`src/rtl/sar_seq_pkg.sv`:
```
package sar_seq_pkg;

    // Sequencer states: IDLE waits for a start, CONV runs bit decisions.
    typedef enum logic {
        ST_IDLE = 1'b0,
        ST_CONV = 1'b1
    } seq_state_e;

endpackage

```
`src/rtl/sar_bit_ptr.sv`:
```
// One-hot pointer to the bit on trial; shifts down one place per decision.
module sar_bit_ptr #(
    parameter int RES_BITS = 12
) (
    input  logic                clk,
    input  logic                rst,
    input  logic                load,
    input  logic                step,
    output logic [RES_BITS-1:0] mask,
    output logic                last
);
    localparam logic [RES_BITS-1:0] MSB_ONLY = {1'b1, {(RES_BITS-1){1'b0}}};

    logic [RES_BITS-1:0] mask_q;

    always_ff @(posedge clk) begin
        if (rst) begin
            mask_q <= '0;
        end else if (load) begin
            mask_q <= MSB_ONLY;
        end else if (step) begin
            mask_q <= mask_q >> 1;
        end
    end

    assign mask = mask_q;
    assign last = mask_q[0];
endmodule

```
`src/rtl/sar_trial_reg.sv`:
```
// Trial register: per-bit update selected by the position of the pointer.
module sar_trial_reg #(
    parameter int RES_BITS = 12
) (
    input  logic                clk,
    input  logic                rst,
    input  logic                clear,
    input  logic                load,
    input  logic                step,
    input  logic                cmp_hi,
    input  logic [RES_BITS-1:0] mask,
    output logic [RES_BITS-1:0] trial
);
    logic [RES_BITS-1:0] trial_q;

    for (genvar i = 0; i < RES_BITS; i++) begin : g_bit
        if (i == RES_BITS - 1) begin : g_top
            // MSB: set on load, decided on the first step only.
            always_ff @(posedge clk) begin
                if (rst || clear) begin
                    trial_q[i] <= 1'b0;
                end else if (load) begin
                    trial_q[i] <= 1'b1;
                end else if (step && mask[i]) begin
                    trial_q[i] <= cmp_hi;
                end
            end
        end else begin : g_low
            // Lower bits: raised when the bit above is decided, then decided.
            always_ff @(posedge clk) begin
                if (rst || clear || load) begin
                    trial_q[i] <= 1'b0;
                end else if (step) begin
                    if (mask[i]) begin
                        trial_q[i] <= cmp_hi;
                    end else if (mask[i+1]) begin
                        trial_q[i] <= 1'b1;
                    end
                end
            end
        end
    end

    assign trial = trial_q;
endmodule

```
`src/rtl/pingpong_sar_seq.sv`:
```
module pingpong_sar_seq
    import sar_seq_pkg::*;
#(
    parameter int RES_BITS = 12
) (
    input  logic                clk,
    input  logic                rst,
    input  logic                conv_start_i,
    input  logic                rdy_i,
    input  logic                cmp_hi_i,
    output logic [RES_BITS-1:0] trial_o,
    output logic                smp_sel_o,
    output logic                busy_o,
    output logic [RES_BITS-1:0] raw_code_o,
    output logic                raw_vld_o,
    output logic                overrun_o
);
    seq_state_e state_q, state_d;

    logic [RES_BITS-1:0] mask;
    logic [RES_BITS-1:0] trial;
    logic                last;
    logic                accept;
    logic                step;
    logic                finish;
    logic                refuse;

    logic [RES_BITS-1:0] code_q;
    logic                vld_q;
    logic                ovr_q;
    logic                sel_q;

    // Named transitions
    assign accept = (state_q == ST_IDLE) && conv_start_i;
    assign step   = (state_q == ST_CONV) && rdy_i;
    assign finish = step && last;
    assign refuse = (state_q == ST_CONV) && conv_start_i;

    always_comb begin
        state_d = state_q;
        unique case (state_q)
            ST_IDLE: if (accept) state_d = ST_CONV;
            ST_CONV: if (finish) state_d = ST_IDLE;
        endcase
    end

    // State register
    always_ff @(posedge clk) begin
        if (rst) begin
            state_q <= ST_IDLE;
        end else begin
            state_q <= state_d;
        end
    end

    // Output register
    always_ff @(posedge clk) begin
        if (rst) begin
            code_q <= '0;
            vld_q  <= 1'b0;
            ovr_q  <= 1'b0;
            sel_q  <= 1'b0;
        end else begin
            vld_q <= finish;
            ovr_q <= refuse;
            if (accept) begin
                sel_q <= ~sel_q;
            end
            if (finish) begin
                code_q <= (trial & ~mask) | ({RES_BITS{cmp_hi_i}} & mask);
            end
        end
    end

    sar_bit_ptr #(.RES_BITS(RES_BITS)) u_ptr (
        .clk  (clk),
        .rst  (rst),
        .load (accept),
        .step (step),
        .mask (mask),
        .last (last)
    );

    sar_trial_reg #(.RES_BITS(RES_BITS)) u_trial (
        .clk    (clk),
        .rst    (rst),
        .clear  (finish),
        .load   (accept),
        .step   (step),
        .cmp_hi (cmp_hi_i),
        .mask   (mask),
        .trial  (trial)
    );

    assign trial_o    = trial;
    assign smp_sel_o  = sel_q;
    assign busy_o     = (state_q == ST_CONV);
    assign raw_code_o = code_q;
    assign raw_vld_o  = vld_q;
    assign overrun_o  = ovr_q;
endmodule

```
`config.mk`:
```
export PLATFORM = sky130hd
export DESIGN_NAME = pingpong_sar_seq
export DESIGN_NICKNAME = d
export VERILOG_FILES = /design/src/rtl/sar_seq_pkg.sv /design/src/rtl/sar_bit_ptr.sv /design/src/rtl/sar_trial_reg.sv /design/src/rtl/pingpong_sar_seq.sv
export SDC_FILE = /design/constraint.sdc
export NUM_CORES = 1
export LEC_CHECK = 0
export BUFFER_PORTS_ARGS = -buffer_cell sky130_fd_sc_hd__buf_2
export CORE_UTILIZATION = 56
export DETAILED_ROUTE_END_ITERATION = 10
export PLACE_DENSITY = 0.9
export REMOVE_ABC_BUFFERS = 1
export SLEW_MARGIN = 0
export SYNTH_ARGS = -nofsm -noshare
export SYNTH_HDL_FRONTEND = slang
export SYNTH_SLANG_ARGS = --single-unit
```
`constraint.sdc`:
```
create_clock -name clk -period 3.72 [get_ports clk]
set_clock_uncertainty 0.2 [all_clocks]
set_input_delay 0.744 -clock clk [delete_from_list [all_inputs] [get_ports clk]]
set_output_delay 0.744 -clock clk [all_outputs]
set_load 0.02 [all_outputs]
```
==> flow_metrics.env <==
export IMPL_hold_class="register to register"
export IMPL_gp_congestion=0.764
export IMPL_p_clk_share_pct=37.2
export IMPL_portBuffers=32
export IMPL_n_antenna_cell=0
export IMPL_insertion_delay_ns=0.36
export IMPL_die_w_um=54.7
export IMPL_ff_latch_area_um2=801
export IMPL_pre_cts_slack_ns=1.37
export IMPL_clock_fmax_mhz=495
export IMPL_via_per_inst=5.44
export IMPL_initial_utilization_pct=61.2
export IMPL_finalHoldViolCount=0
export IMPL_yosys_area_top_type="dfxtp_1"
export IMPL_comb_power_share_pct=5.7
export IMPL_clkTransAtPathRegs_ns=0.12
export IMPL_setup_slack_ns=1.70
export IMPL_finalSetupViolCount=0
export IMPL_status="complete, no violations"
export IMPL_wl_per_cell_um=13.5
export IMPL_multiInputGateArea_um2=707
export IMPL_fillCellCount=209
export IMPL_synth_lib_cells_used_distinct=23
export IMPL_yosysWarnings=0
export IMPL_drive_gt1_share_pct=32.3
export IMPL_ys_ff_latch=40
export IMPL_start_kind="register"
export IMPL_regToRegStartpoint="busy_o"
export IMPL_powerDensity_mw_per_mm2=425
export IMPL_worst_slew_pin_slew_ns=1.04
export IMPL_max_cap_violations=0
export IMPL_synth_area_leaders="dfxtp_1 (51%), nand2_1 (8.4%), a21oi_1 (7.7%), a211oi_2 (7.2%), mux2i_1 (7.1%)"
export IMPL_maxSlewHeadroom_pct=30.6
export IMPL_vias=1256
export IMPL_cts_resized=0
export IMPL_totalPowerFinal_uw=767
export IMPL_grt_pass1_vias=1082
export IMPL_ioPinCount=33
export IMPL_end_kind="register"
export IMPL_synth_top_cell_area_share_pct=51.4
export IMPL_min_from="raw_code_o[10]"
export IMPL_cts_num_sinks=40
export IMPL_peakVddDrop_mv=0.399
export IMPL_place_inst=223
export IMPL_grt_pass1_wl_um=4840
export IMPL_area_growth_pct=15.9
export IMPL_grt_use_total_pct=23.9
export IMPL_initialDrtViolationCount=26
export IMPL_timing_hold_ws_ns=0.259
export IMPL_cts_tree="done"
export IMPL_p_int_uw=587
export IMPL_cts_setup_buffers=0
export IMPL_netlist_area_mm2=0.00156
export IMPL_cts_max_level=2
export IMPL_power_frac_seq_pct=57.1
export IMPL_postSynthCellCount=168
export IMPL_drc=0
export IMPL_cp_required_ns=3.80
export IMPL_crit_path_start="busy_o"
export IMPL_cts_path_max_buffers=2
export IMPL_cts_root_buf="clkbuf_4"
export IMPL_crit_fanout=22
export IMPL_slew_viol_final=0
export IMPL_seq_area_frac_synth_pct=51.4
export IMPL_switching_share_pct=23.6
export IMPL_holdBufCountCts=0
export IMPL_dp_hpwl_um=2100
export IMPL_die_y_um=54.7
export IMPL_gr_total_overflow=0
export IMPL_core_mm2=0.00254
export IMPL_period_share_pct=54.3
export IMPL_wl_um=3110
export IMPL_rsz0062_at_grt="false"
export IMPL_antenna_left=0
export IMPL_min_period_ns=2.02
export IMPL_path_class="register to register"
export IMPL_grt_start_max_net_pins=23
export IMPL_p_leak_uw=0.000726
export IMPL_final_cells=231
export IMPL_grt_antenna_before_repair=0
export IMPL_tns_ns=0
export IMPL_final_nets=205
export IMPL_num_rows=18
export IMPL_cts_made_buffers=5
export IMPL_dieArea_mm2=0.00299
export IMPL_dr_pass1_iters=4
export IMPL_switchingPower_uw=181
export IMPL_worst_ep_arrival_time_ns=2.10
export IMPL_synth_avg_cell_area_um2=9.26
routing by layer:
metal	up-vias	part of all wire (%)	global-route usage [%]
li1	642	-	-
met1	566	44	27.7
met2	39	48	36.9
met3	9	5.9	9.17
met4	0	2.2	14.1
met5	-	0	0
worst paths after layout:
kind / to / slack (ns) / cells after the start
worst max-delay path: u_trial.trial[6] / 1.70 / 3
worst min-delay path: raw_code_o[10] / 0.26 / 2
worst max register to register: u_trial.trial[6] / 1.70 / 3
worst min register to register: raw_code_o[10] / 0.26 / 2
sequential cells by signal, summed over array words and instances (netlist names):
register / cells
u_ptr.mask: 12
smp_sel_o: 1
busy_o: 1
u_trial.trial: 12
raw_code_o: 12
overrun_o: 1
raw_vld_o: 1
cells by family after synthesis:
family	share of synthesized area, %
simple gates	16.9
compound gates	20.9
flops	51.4
buf+inv	3.13
xor+xnor	0.563
mux	7.07
per-stage QoR:
stage               utilization (%)  cell area (µm²)
CTS                            70.9             1800
finish                         70.9             1800
global route                   70.9             1800
detailed placement             67.7             1720
global placement               67.7             1720
floorplan                         -             1510
power by group through the flow:
stage	registers [µW]	clock network (µW)	logic, µW
final	438	286	43.7
after global routing	439	306	47.9
after CTS	438	292	43.8
after detailed placement	448	0	43.7
after global placement	447	0	42.6
after floorplan	451	0	22.5
Yosys cell counts:
| master | instances |
|---|---|
| xnor2_1 | 1 |
| nand3_1 | 1 |
| mux2i_1 | 11 |
| or3b_4 | 1 |
| and2_0 | 1 |
| nor2_1 | 5 |
| o31ai_1 | 1 |
| and3_1 | 1 |
| buf_6 | 1 |
| nor2b_2 | 1 |
| o21a_1 | 1 |
| a31oi_1 | 1 |
| a21oi_1 | 24 |
| a211oi_2 | 9 |
| inv_1 | 1 |
| nand2_1 | 35 |
| o21ai_0 | 11 |
| or2_2 | 12 |
| a22o_1 | 1 |
| a211oi_1 | 1 |
| dfxtp_1 | 40 |
| clkbuf_1 | 5 |
| buf_2 | 3 |
cell type report:
cell class,instances,area share [%]
Sequential cell,40,44.4
Inverter,1,0.208
Timing Repair Buffer,34,9.71
Clock inverter,3,2.36
Tap cell,30,2.08
Multi-Input combinational cell,118,39.2
Clock buffer,5,2.08
worst max-delay path, cell delays in order, from the launching register on:
cell and delay, ns:
dfxtp_1 0.48, and2_0 0.86, a21oi_1 0.19, a211oi_2 0.20
layout by cell type (no fill, tap or decap):
cell         n
dfxtp_1     40
nand2_1     35
buf_2       32
a21oi_1     24
or2_2       12
mux2i_1     11
o21ai_0     11
a211oi_2     9
nor2_1       5
clkbuf_4     5
buf_4        2
and2_0       1
nor2b_2      1
nand3_1      1
inv_1        1
xnor2_1      1
or3b_4       1
a31oi_1      1
o21a_1       1
and3_1       1
o31ai_1      1
a211oi_1     1
a22o_1       1
clkinv_2     1
clkinvlp_4   1
bufinv_16    1
(Power assumes the default switching activity.)
